===== src/rtl/fusectl_pkg.sv =====
package fusectl_pkg;
  localparam int CODE_W = 6;
  localparam int IDX_W  = 8;

  localparam logic [CODE_W-1:0] CODE_WBIT   = 6'd1;
  localparam logic [CODE_W-1:0] CODE_PBYTE  = 6'd2;
  localparam logic [CODE_W-1:0] CODE_ERASE  = 6'd3;
  localparam logic [CODE_W-1:0] CODE_LOCK   = 6'd4;
  localparam logic [CODE_W-1:0] CODE_UNLOCK = 6'd5;
  localparam logic [CODE_W-1:0] CODE_SECURE = 6'd6;

  typedef enum logic [2:0] {
    OP_NONE, OP_WBIT, OP_PBYTE, OP_ERASE, OP_LOCK, OP_UNLOCK, OP_SECURE, OP_CHIP
  } op_kind_e;

  typedef struct packed {
    op_kind_e         kind;
    logic [IDX_W-1:0] idx;
    logic [7:0]       val;
  } fuse_op_t;
endpackage


===== src/rtl/fusectl_decode.sv =====
module fusectl_decode
  import fusectl_pkg::*;
#(
  parameter int             CMD_W  = 32,
  parameter int             KEY_W  = 8,
  parameter int             N_FUSE = 32,
  parameter int             N_LOCK = 16,
  parameter logic [KEY_W-1:0] KEY  = 8'hA7
) (
  input  logic [CMD_W-1:0] cmd,
  input  logic             secure,
  output fuse_op_t         op,
  output logic             bad_cmd,
  output logic             lock_hit
);
  localparam int ARG_W  = CMD_W - KEY_W - CODE_W;
  localparam int N_BYTE = N_FUSE / 8;
  localparam int LK_W   = $clog2(N_LOCK);

  logic [KEY_W-1:0]  key;
  logic [CODE_W-1:0] code;
  logic [ARG_W-1:0]  arg;
  logic              unused_arg_hi;

  assign key  = cmd[CMD_W-1 -: KEY_W];
  assign code = cmd[CODE_W-1:0];
  assign arg  = cmd[CODE_W +: ARG_W];
  assign unused_arg_hi = ^arg[ARG_W-1:11];

  always_comb begin
    op       = '0;
    bad_cmd  = 1'b0;
    lock_hit = 1'b0;
    if (key != KEY) begin
      bad_cmd = 1'b1;
    end else begin
      case (code)
        CODE_WBIT: begin
          if (32'(arg[7:0]) < N_FUSE) begin
            op.kind = OP_WBIT;
            op.idx  = arg[7:0];
            op.val  = {7'b0, arg[8]};
          end else begin
            bad_cmd = 1'b1;
          end
        end
        CODE_PBYTE: begin
          if (32'(arg[2:0]) >= N_BYTE) begin
            bad_cmd = 1'b1;
          end else if (secure && arg[2:0] == 3'd2) begin
            lock_hit = 1'b1;
          end else begin
            op.kind = OP_PBYTE;
            op.idx  = IDX_W'(arg[2:0]);
            op.val  = arg[10:3];
          end
        end
        CODE_ERASE: begin
          if (secure) lock_hit = 1'b1;
          else        op.kind  = OP_ERASE;
        end
        CODE_LOCK, CODE_UNLOCK: begin
          if (32'(arg[LK_W-1:0]) < N_LOCK) begin
            op.kind = (code == CODE_LOCK) ? OP_LOCK : OP_UNLOCK;
            op.idx  = IDX_W'(arg[LK_W-1:0]);
          end else begin
            bad_cmd = 1'b1;
          end
        end
        CODE_SECURE: op.kind = OP_SECURE;
        default:     bad_cmd = 1'b1;
      endcase
    end
  end
endmodule


===== src/rtl/fusectl_seq.sv =====
module fusectl_seq
  import fusectl_pkg::*;
#(
  parameter int WR_LAT = 4
) (
  input  logic     clk,
  input  logic     rst_n,
  input  logic     cmd_valid,
  input  fuse_op_t cmd_op,
  input  logic     cmd_bad,
  input  logic     cmd_lock,
  input  logic     erase_req,
  output logic     cmd_ready,
  output logic     apply,
  output fuse_op_t apply_op,
  output logic     done,
  output logic     err_prog,
  output logic     err_lock
);
  localparam int CNT_W = $clog2(WR_LAT + 1);

  logic             busy;
  logic [CNT_W-1:0] cnt;
  logic             erase_pend;
  fuse_op_t         held;
  logic             take_cmd;
  logic             take_erase;

  assign cmd_ready  = !busy && !erase_pend && !erase_req;
  assign take_erase = !busy && (erase_pend || erase_req);
  assign take_cmd   = cmd_valid && cmd_ready;
  assign apply      = busy && (cnt == CNT_W'(1));
  assign apply_op   = held;

  always_ff @(posedge clk) begin
    if (!rst_n) begin
      busy       <= 1'b0;
      cnt        <= '0;
      erase_pend <= 1'b0;
      held       <= '0;
      done       <= 1'b0;
      err_prog   <= 1'b0;
      err_lock   <= 1'b0;
    end else begin
      done <= apply;
      if (take_erase)     erase_pend <= 1'b0;
      else if (erase_req) erase_pend <= 1'b1;

      if (take_erase) begin
        busy <= 1'b1;
        cnt  <= CNT_W'(WR_LAT);
        held <= '{kind: OP_CHIP, idx: '0, val: '0};
      end else if (take_cmd) begin
        busy     <= 1'b1;
        cnt      <= CNT_W'(WR_LAT);
        held     <= cmd_op;
        err_prog <= cmd_bad;
        err_lock <= cmd_lock;
      end else if (busy) begin
        cnt <= cnt - CNT_W'(1);
        if (cnt == CNT_W'(1)) busy <= 1'b0;
      end
    end
  end


  done_idle_chk: assert property (@(posedge clk) disable iff (!rst_n)
    done |-> !busy);

  done_single_chk: assert property (@(posedge clk) disable iff (!rst_n)
    done |=> !done);

  err_sticky_chk: assert property (@(posedge clk) disable iff (!rst_n)
    !take_cmd |=> $stable({err_prog, err_lock}));

  erase_first_chk: assert property (@(posedge clk) disable iff (!rst_n)
    (erase_req && !busy) |=> (busy && held.kind == OP_CHIP));
endmodule


===== src/rtl/fusectl_bank.sv =====
module fusectl_bank
  import fusectl_pkg::*;
#(
  parameter int N_FUSE = 32,
  parameter int N_LOCK = 16
) (
  input  logic              clk,
  input  logic              rst_n,
  input  logic              apply,
  input  fuse_op_t          op,
  output logic [N_FUSE-1:0] fuse_q,
  output logic              secure
);
  localparam int N_BYTE = N_FUSE / 8;

  logic [N_FUSE-1:0] nxt;
  logic              sec_nxt;

  always_comb begin
    nxt     = fuse_q;
    sec_nxt = secure;
    case (op.kind)
      OP_WBIT:
        for (int i = 0; i < N_FUSE; i++)
          if (op.idx == IDX_W'(i)) nxt[i] = op.val[0];
      OP_PBYTE:
        for (int b = 0; b < N_BYTE; b++)
          if (op.idx == IDX_W'(b)) nxt[b*8 +: 8] = fuse_q[b*8 +: 8] & op.val;
      OP_ERASE: nxt = '1;
      OP_LOCK:
        for (int i = 0; i < N_LOCK; i++)
          if (op.idx == IDX_W'(i)) nxt[i] = 1'b0;
      OP_UNLOCK:
        for (int i = 0; i < N_LOCK; i++)
          if (op.idx == IDX_W'(i)) nxt[i] = 1'b1;
      OP_SECURE: sec_nxt = 1'b1;
      OP_CHIP: begin
        nxt     = '1;
        sec_nxt = 1'b0;
      end
      default: ;
    endcase
  end

  always_ff @(posedge clk) begin
    if (!rst_n) begin
      fuse_q <= '1;
      secure <= 1'b0;
    end else if (apply) begin
      fuse_q <= nxt;
      secure <= sec_nxt;
    end
  end


  sec_set_src_chk: assert property (@(posedge clk) disable iff (!rst_n)
    $rose(secure) |-> $past(apply && op.kind == OP_SECURE));

  sec_clr_src_chk: assert property (@(posedge clk) disable iff (!rst_n)
    $fell(secure) |-> $past(apply && op.kind == OP_CHIP));

  fuse_hold_chk: assert property (@(posedge clk) disable iff (!rst_n)
    !apply |=> $stable(fuse_q));

  erase_all_chk: assert property (@(posedge clk) disable iff (!rst_n)
    (apply && op.kind == OP_ERASE) |=> (&fuse_q));
endmodule


===== src/rtl/fuse_cmd_ctrl.sv =====
module fuse_cmd_ctrl
  import fusectl_pkg::*;
#(
  parameter int               CMD_W  = 32,
  parameter int               KEY_W  = 8,
  parameter int               N_FUSE = 32,
  parameter int               N_LOCK = 16,
  parameter int               WR_LAT = 4,
  parameter logic [KEY_W-1:0] KEY    = 8'hA7
) (
  input  logic              clk,
  input  logic              rst_n,
  input  logic              cmd_valid,
  output logic              cmd_ready,
  input  logic [CMD_W-1:0]  cmd_data,
  input  logic              dbg_erase_req,
  output logic              done,
  output logic              err_prog,
  output logic              err_lock,
  output logic [N_FUSE-1:0] fuse_q,
  output logic [N_LOCK-1:0] region_locked,
  output logic              secure
);
  fuse_op_t dec_op;
  fuse_op_t apply_op;
  logic     dec_bad;
  logic     dec_lock;
  logic     apply;

  fusectl_decode #(
    .CMD_W(CMD_W), .KEY_W(KEY_W), .N_FUSE(N_FUSE), .N_LOCK(N_LOCK), .KEY(KEY)
  ) u_decode (
    .cmd(cmd_data), .secure(secure), .op(dec_op), .bad_cmd(dec_bad), .lock_hit(dec_lock)
  );

  fusectl_seq #(.WR_LAT(WR_LAT)) u_seq (
    .clk(clk), .rst_n(rst_n), .cmd_valid(cmd_valid), .cmd_op(dec_op),
    .cmd_bad(dec_bad), .cmd_lock(dec_lock), .erase_req(dbg_erase_req),
    .cmd_ready(cmd_ready), .apply(apply), .apply_op(apply_op), .done(done),
    .err_prog(err_prog), .err_lock(err_lock)
  );

  fusectl_bank #(.N_FUSE(N_FUSE), .N_LOCK(N_LOCK)) u_bank (
    .clk(clk), .rst_n(rst_n), .apply(apply), .op(apply_op),
    .fuse_q(fuse_q), .secure(secure)
  );

  assign region_locked = ~fuse_q[N_LOCK-1:0];


  lock_view_chk: assert property (@(posedge clk) disable iff (!rst_n)
    (apply && apply_op.kind == OP_LOCK) |=> (region_locked != '0));
endmodule


===== config.mk =====
export PLATFORM = sky130hd
export DESIGN_NAME = fuse_cmd_ctrl
export DESIGN_NICKNAME = d
export VERILOG_FILES = /design/src/rtl/fusectl_pkg.sv /design/src/rtl/fusectl_decode.sv /design/src/rtl/fusectl_seq.sv /design/src/rtl/fusectl_bank.sv /design/src/rtl/fuse_cmd_ctrl.sv
export SDC_FILE = /design/constraint.sdc
export NUM_CORES = 1
export LEC_CHECK = 0
export ABC_AREA = 1
export BUFFER_PORTS_ARGS = -buffer_cell sky130_fd_sc_hd__buf_4
export CAP_MARGIN = 20
export CORE_MARGIN = 4
export CORE_UTILIZATION = 49
export CTS_CLUSTER_DIAMETER = 30
export CTS_CLUSTER_SIZE = 20
export DETAILED_ROUTE_END_ITERATION = 6
export HOLD_SLACK_MARGIN = 0.1
export PLACE_DENSITY = 0.87
export SYNTH_ARGS = -nofsm -noshare
export SYNTH_HDL_FRONTEND = slang
export SYNTH_SLANG_ARGS = --single-unit

===== constraint.sdc =====
create_clock -name clk -period 1.3 [get_ports clk]
set_input_delay 0.195 -clock clk [delete_from_list [all_inputs] [get_ports clk]]
set_output_delay 0.195 -clock clk [all_outputs]
set_load 0.01 [all_outputs]

==> results of run 1 <==
==> registers in the layout, indices dropped and copies added, names as in the netlist <==
name	count
u_bank.fuse_q	32
u_bank.secure	1
u_seq.apply_op	19
u_seq.busy	1
u_seq.cnt	3
u_seq.done	1
u_seq.erase_pend	1
u_seq.err_lock	1
u_seq.err_prog	1
==> final timing paths <==
path | startpoint | to
max reg2reg | u_seq.apply_op[17]$_SDFFE_PN0P_ | u_bank.fuse_q[3]$_SDFFE_PN1P_
min | cmd_data[15] | u_seq.apply_op[6]$_SDFFE_PP0P_
min reg2reg | u_seq.err_lock$_SDFFE_PN0P_ | u_seq.err_lock$_SDFFE_PN0P_
max | u_seq.apply_op[17]$_SDFFE_PN0P_ | u_bank.fuse_q[3]$_SDFFE_PN1P_
==> Yosys cell counts <==
cell type,instances,area [um2]
ha_1,2,25.0
buf_6,5,56.3
nand2_1,157,589
nand3b_1,1,7.51
nor3_1,1,5.00
inv_1,57,214
inv_2,7,26.3
nor2_1,45,169
o21ai_1,6,30.0
o21a_1,1,7.51
a31oi_1,1,6.26
nor2_4,3,33.8
clkinv_1,1,3.75
o22ai_1,1,6.26
nor2_8,3,60.1
a21oi_4,4,65.1
nand3_4,2,35.0
nand3_2,1,10.0
dfxtp_1,60,1200
a211oi_1,1,7.51
o21ai_2,5,43.8
nor2_2,4,25.0
o21ai_0,8,40.0
nand2_2,9,56.3
nand4_1,2,12.5
buf_2,7,35.0
inv_4,1,6.26
nand3_1,178,891
clkbuf_1,4,15.0
a21oi_1,11,55.1
buf_4,3,22.5
==> layout make-up <==
type                            instances  share of cell area, %
Clock buffer                           13                   3.14
Clock inverter                          3                   1.58
Inverter                               66                   4.76
Multi-Input combinational cell        446                   46.6
Sequential cell                        60                   21.6
Tap cell                               99                   2.17
Timing Repair Buffer                  133                   20.2
==> stage by stage <==
stage | total power, uW | util, % | hold WS (ns)
after floorplan | 2470 | - | 0.334
after global placement | 2800 | 65.1 | 0.426
after detailed placement | 2840 | 65.1 | 0.430
after CTS | 5080 | 71.1 | 0.108
after global routing | 5450 | 77.4 | 0.133
final | 5320 | 77.4 | 0.123
==> power groups by stage <==
| stage | Sequential [uW] | Clock [uW] | Combinational (uW) |
|---|---|---|---|
| 4_1_cts | 1930 | 2240 | 905 |
| 3_3_place_gp | 1970 | 0 | 834 |
| 6_report | 1940 | 2280 | 1100 |
| 3_5_place_dp | 1970 | 0 | 862 |
| 2_1_floorplan | 1970 | 0 | 499 |
| 5_1_grt | 1940 | 2350 | 1160 |
==> worst max-delay path, stage by stage (launching register included) <==
cell,delay [ns]
dfxtp_4,0.43
nor2_4,0.05
inv_2,0.06
nand2_2,0.08
nand2_2,0.09
nand2_4,0.08
buf_12,0.13
a21oi_4,0.28
nand3_1,0.15
nand3_1,0.10
==> cell families (layout without fill, tap and decap cells) <==
| logic type | after synthesis | in the layout | share of synthesized area (%) |
|---|---|---|---|
| DFF | 60 | 60 | 31.9 |
| buffers and inverters | 85 | 215 | 10.1 |
| AOI/OAI and AO/OA | 38 | 38 | 6.95 |
| and+or+nand+nor | 406 | 406 | 50.4 |
| adders and majority gates | 2 | 2 | 0.665 |
==> layer usage <==
metal	up-vias	wire length [um]
li1	2193	-
met1	2214	5020
met2	373	7330
met4	0	1110
met3	118	1470
met5	-	0
==> what timing repair did <==
| action | CTS | global route |
|---|---|---|
| endpoints found under the hold margin | 0 | 0 |
| buffers inserted | 4 | 5 |
| pin swaps | 17 | 27 |
| setup endpoints to repair | 48 | 53 |
| gates resized for setup | 51 | 111 |
| gates cloned | 0 | 1 |
==> flow_summary_export.csv, run 1 <==
group,metric,value,unit
global_routing,top_usage_layer,"met2",
pwr,p_leak,0.00283,uW
worst_setup_path,ff2ff_path_depth,9,
global_routing,use_met3,7.34,%
finish,layout-drive-gt1-share,41.7,%
synthesis,syn_nets,629,
worst_hold_path,hp-class,"input port to register",
detailed_routing,drc,12,
synthesis,synth-seq-area-share,31.9,%
detailed_routing,drt_pass1_iterations,7,
floorplan,die-area,9140,um2
synthesis,yosys_register_bits,60,
synthesis,yosysWarnings,0,
clock_network,cts_buffers,9,
worst_setup_path,cp-start-kind,"register",
timing,hold_violations,0,
worst_setup_path,cp.required,1.59,ns
pwr,power_density,933,nW/um2
detailed_routing,totalWireLength,14900,um
clock_network,cts_buffer_depth,2,
timing,maxSlewViolCount,0,
place,pre_cts_ws,-0.202,ns
timing,rsz0062_at_grt,"yes",
global_routing,grt_first_pass_wirelength,20100,um
timing,tns,-4.89,ns
finish,final_common_cell,"nand3_1",
clock_network,clk_pin_slew,0.07,ns
worst_setup_path,worst-setup-path-type,"register to register",
pwr,swShare,28.3,%
floorplan,ios,89,
pwr,pwr-share-comb,20.7,%
global_routing,grtUsageMet2,50.5,%
timing,skew,0.00584,ns
place,gp_congestion,0.954,
synthesis,synth_area_per_cell,6.36,um2
finish,multiInputGateArea,2660,um2
worst_setup_path,rrSetupSlack,-0.22,ns
finish,syn_to_final_growth,51.7,%
place,place_inst,794,
timing,fmaxAchievable,660,MHz
global_routing,antenna_found_initial,0,
finish,layoutNonFillerInstCount,820,
clock_network,tritoncts,"built",
detailed_routing,antenna_left,0,
timing,setup_ws,-0.216,ns
place,post_dp_cell_area,4800,um2
worst_setup_path,crit_path_end_kind,"register",
run,cap_violations,0,
clock_network,root_buffer,"clkbuf_8",
clock_network,htree_levels,3,
finish,regArea,1230,um2
floorplan,start_util,51.0,%
timing,layout_min_cycle_time,1.52,ns
detailed_routing,drt-wirelength-per-cell,18.2,um
pwr,p_seq_share,36.5,%
floorplan,die_h,95.6,um
synthesis,synthCells,591,
worst_setup_path,cp_data_arrival_time,1.81,ns
global_routing,grt_overflow,0,
detailed_routing,num_vias,4898,
synthesis,synth_cell_types,31,
synthesis,syn_area,3760,um2
status,violations,"DRC, setup timing",
worst_setup_path,critPathMaxFanout,8,
finish,final_cell_mix,"nand3_1, nand2_1, buf_4",
floorplan,die_w,95.6,um
pwr,irDropWorstVdd,0.741,mV
global_routing,grt_use_met1,29.8,%
floorplan,rows,31,
worst_hold_path,hold_depth,3,
clock_network,holdBufCountCts,0,
clock_network,cts.sinks,60,
pwr,clkPwrFrac,42.8,%
timing,slew_headroom,68.2,%
place,io_buffers,81,
place,place.detailed.hpwl,8480,um
detailed_routing,drtIter0Drc,556,
global_routing,track_usage,28.0,%
timing,setup_viol,46,
global_routing,grt_pass1_vias,4372,
finish,antennaDiodeCount,0,
pwr,p_switching,1510,uW
timing,worst_slew_pin_slew,0.476,ns
finish,fin_nets,754,
finish,fillers,490,
status,status,"complete, but fails checks",
global_routing,grt_max_degree,33,
timing,finalCritPeriodShare,117,%
finish,design_area,5700,um2
clock_network,clk_latency,0.36,ns
detailed_routing,vias_per_cell,5.97,
pwr,internal-power,3820,uW
floorplan,core-area,7370,um2
(Power assumes the default switching activity.)
==> run 2, diff against run 1 <==
Settings changed: ABC_AREA 1 to 0, CORE_UTILIZATION 49 to 48.
==> flow_summary_export.csv, run 2 <==
group,metric,value,unit
worst_setup_path,cp.required,1.50,ns
worst_setup_path,cp-start-kind,"register",
synthesis,syn_area,3340,um2
finish,antennaDiodeCount,0,
finish,final_common_cell,"buf_4",
finish,final_cell_mix,"buf_4, dfxtp_1, inv_1",
global_routing,grt_overflow,0,
floorplan,start_util,49.2,%
floorplan,die-area,8360,um2
place,io_buffers,81,
finish,largest-register,"u_bank.fuse_q",
place,place.detailed.hpwl,8530,um
floorplan,die_w,91.4,um
clock_network,cts.sinks,60,
detailed_routing,num_vias,4544,
synthesis,synth_area_per_cell,8.07,um2
detailed_routing,vias_per_cell,6.43,
synthesis,synth_top_family_by_area,"compound AO/OA/AOI/OAI gates",
timing,finalCritPeriodShare,151,%
synthesis,yosysTopAreaCell,"dfxtp_1",
detailed_routing,drtIter0Drc,471,
detailed_routing,antenna_left,0,
clock_network,root_buffer,"clkbuf_8",
synthesis,yosysWarnings,0,
run,cap_violations,0,
finish,fillers,288,
synthesis,synth_compound_area_share,29.7,%
detailed_routing,totalWireLength,15400,um
timing,setup_ws,-0.659,ns
finish,regArea,1220,um2
synthesis,synthCells,414,
pwr,fin_total_pwr,4850,uW
global_routing,grt_pass1_vias,4376,
synthesis,synthFlopType,"dfxtp_1",
timing,maxSlewViolCount,0,
floorplan,rows,30,
clock_network,htree_levels,3,
synthesis,synth_mux_area_share,2.40,%
timing,worst_slew_pin_slew,0.512,ns
finish,syn_to_final_growth,79.2,%
timing,fmaxAchievable,510,MHz
global_routing,track_usage,33.6,%
synthesis,synth-seq-area-share,36.0,%
synthesis,synth_top_cell_area_share,36.0,%
timing,skew,0.0158,ns
timing,rsz0062_at_grt,"yes",
global_routing,antenna_found_initial,0,
floorplan,ios,89,
synthesis,synthArstFlopShare,0,%
worst_setup_path,crit_path_end_kind,"register",
floorplan,die_h,91.4,um
pwr,irDropWorstVdd,0.664,mV
pwr,p_leak,0.00274,uW
pwr,power_density,811,nW/um2
clock_network,clk_pin_slew,0.07,ns
finish,largest_register_ffs,32,
status,violations,"setup timing",
synthesis,yosys.cell_count.top_type,"dfxtp_1",
status,status,"complete, but fails checks",
synthesis,yosys_register_bits,60,
timing,layout_min_cycle_time,1.96,ns
clock_network,clk_latency,0.35,ns
synthesis,synth_cell_types,66,
worst_setup_path,cp_data_arrival_time,2.16,ns
finish,layoutNonFillerInstCount,707,
global_routing,grt_max_degree,36,
synthesis,synth_xor_area_share,0.525,%
worst_setup_path,worst-setup-path-type,"register to register",
synthesis,synth_common_cells,"dfxtp_1, inv_1, o21ai_0",
finish,multiInputGateArea,2600,um2
finish,fin_nets,644,
place,gp_congestion,0.954,
worst_hold_path,hp-class,"input port to register",
clock_network,tritoncts,"built",
clock_network,cts_buffer_depth,2,
floorplan,core-area,6790,um2
synthesis,synth_edf_count,0,
detailed_routing,drt_pass1_iterations,5,
timing,slew_headroom,65.5,%
synthesis,ys_top_cells_by_area,"dfxtp_1, o21ai_0, a21oi_1",
synthesis,synthAdderAreaFrac,0.749,%
finish,layout-drive-gt1-share,53.5,%
timing,setup_viol,59,
global_routing,grt_first_pass_wirelength,22600,um
place,place_inst,657,
clock_network,cts_buffers,9,
synthesis,synthSimpleGateAreaFrac,24.0,%
synthesis,syn_nets,452,
timing,hold_violations,0,
detailed_routing,drt-wirelength-per-cell,21.8,um
detailed_routing,drc,0,
worst_setup_path,critPathMaxFanout,6,
[run 2: area by class of cell]
class	count	area share, %
multi-input cells	298	43.5
clock inverters	6	1.07
flip-flops and latches	60	20.5
clock buffers	10	2.30
well taps	96	2.01
inverters	31	1.94
repair buffers	206	28.7
[run 2: report_power, final]
part,leakage (uW),internal [uW],total (uW),switching (uW)
Sequential,0.000493,1880,1930,52.5
Clock,0.0000983,933,1740,810
Combinational,0.00215,548,1180,635
Total,0.00274,3360,4850,1500
[run 2: timing repair]
action | 4_1_cts | 5_1_grt
hold endpoints to repair | 5 | 0
gates cloned | 2 | 2
pin swaps | 38 | 41
setup endpoints to repair | 59 | 60
buffers inserted | 21 | 14
gates resized for setup | 63 | 48
hold buffers | 5 | 0
[run 2: kinds of logic after synthesis]
kind of cell / count (synthesis)
xor+xnor: 2
simple gates: 142
fa+ha+maj: 2
compound gates: 143
flops: 60
mux: 8
buf+inv: 57
[run 2: per-stage QoR]
stage	hold WS, ns	setup TNS [ns]	setup slack (ns)	utilization (%)	area (um2)
floorplan	0.320	-17.51	-0.598	-	3800
global placement	0.407	-20.14	-0.526	74.4	5060
detailed placement	0.409	-22.32	-0.560	74.4	5060
CTS	0.120	-26.21	-0.543	85.1	5780
global route	0.127	-27.52	-0.667	88.1	5980
finish	0.133	-24.22	-0.659	88.1	5980
[run 2: worst max-delay path: stages, from the launching register on]
cell      delay, ns
dfxtp_4        0.38
or4b_4         0.58
nor3_4         0.22
buf_12         0.15
a21oi_2        0.06
o31ai_1        0.27
o311ai_1       0.15
[run 2: path summary, 6_finish.rpt]
check	start	end	slack, ns	depth (start not counted)
max	u_seq.apply_op[14]$_SDFFE_PP0P_	u_bank.fuse_q[9]$_SDFFE_PN1P_	-0.66	6
max reg2reg	u_seq.apply_op[14]$_SDFFE_PP0P_	u_bank.fuse_q[9]$_SDFFE_PN1P_	-0.66	6
min	cmd_data[7]	u_seq.apply_op[9]$_SDFFE_PP0P_	0.13	2
min reg2reg	u_seq.err_lock$_SDFFE_PN0P_	u_seq.err_lock$_SDFFE_PN0P_	0.49	2
[run 2: metal layers]
| metal | up-vias | GRT usage (%) | wire, um |
|---|---|---|---|
| met5 | - | 0 | 0 |
| met4 | 0 | 20.1 | 994 |
| met3 | 107 | 6.13 | 1440 |
| met2 | 397 | 58.0 | 7650 |
| met1 | 2107 | 38.3 | 5300 |
| li1 | 1933 | - | - |
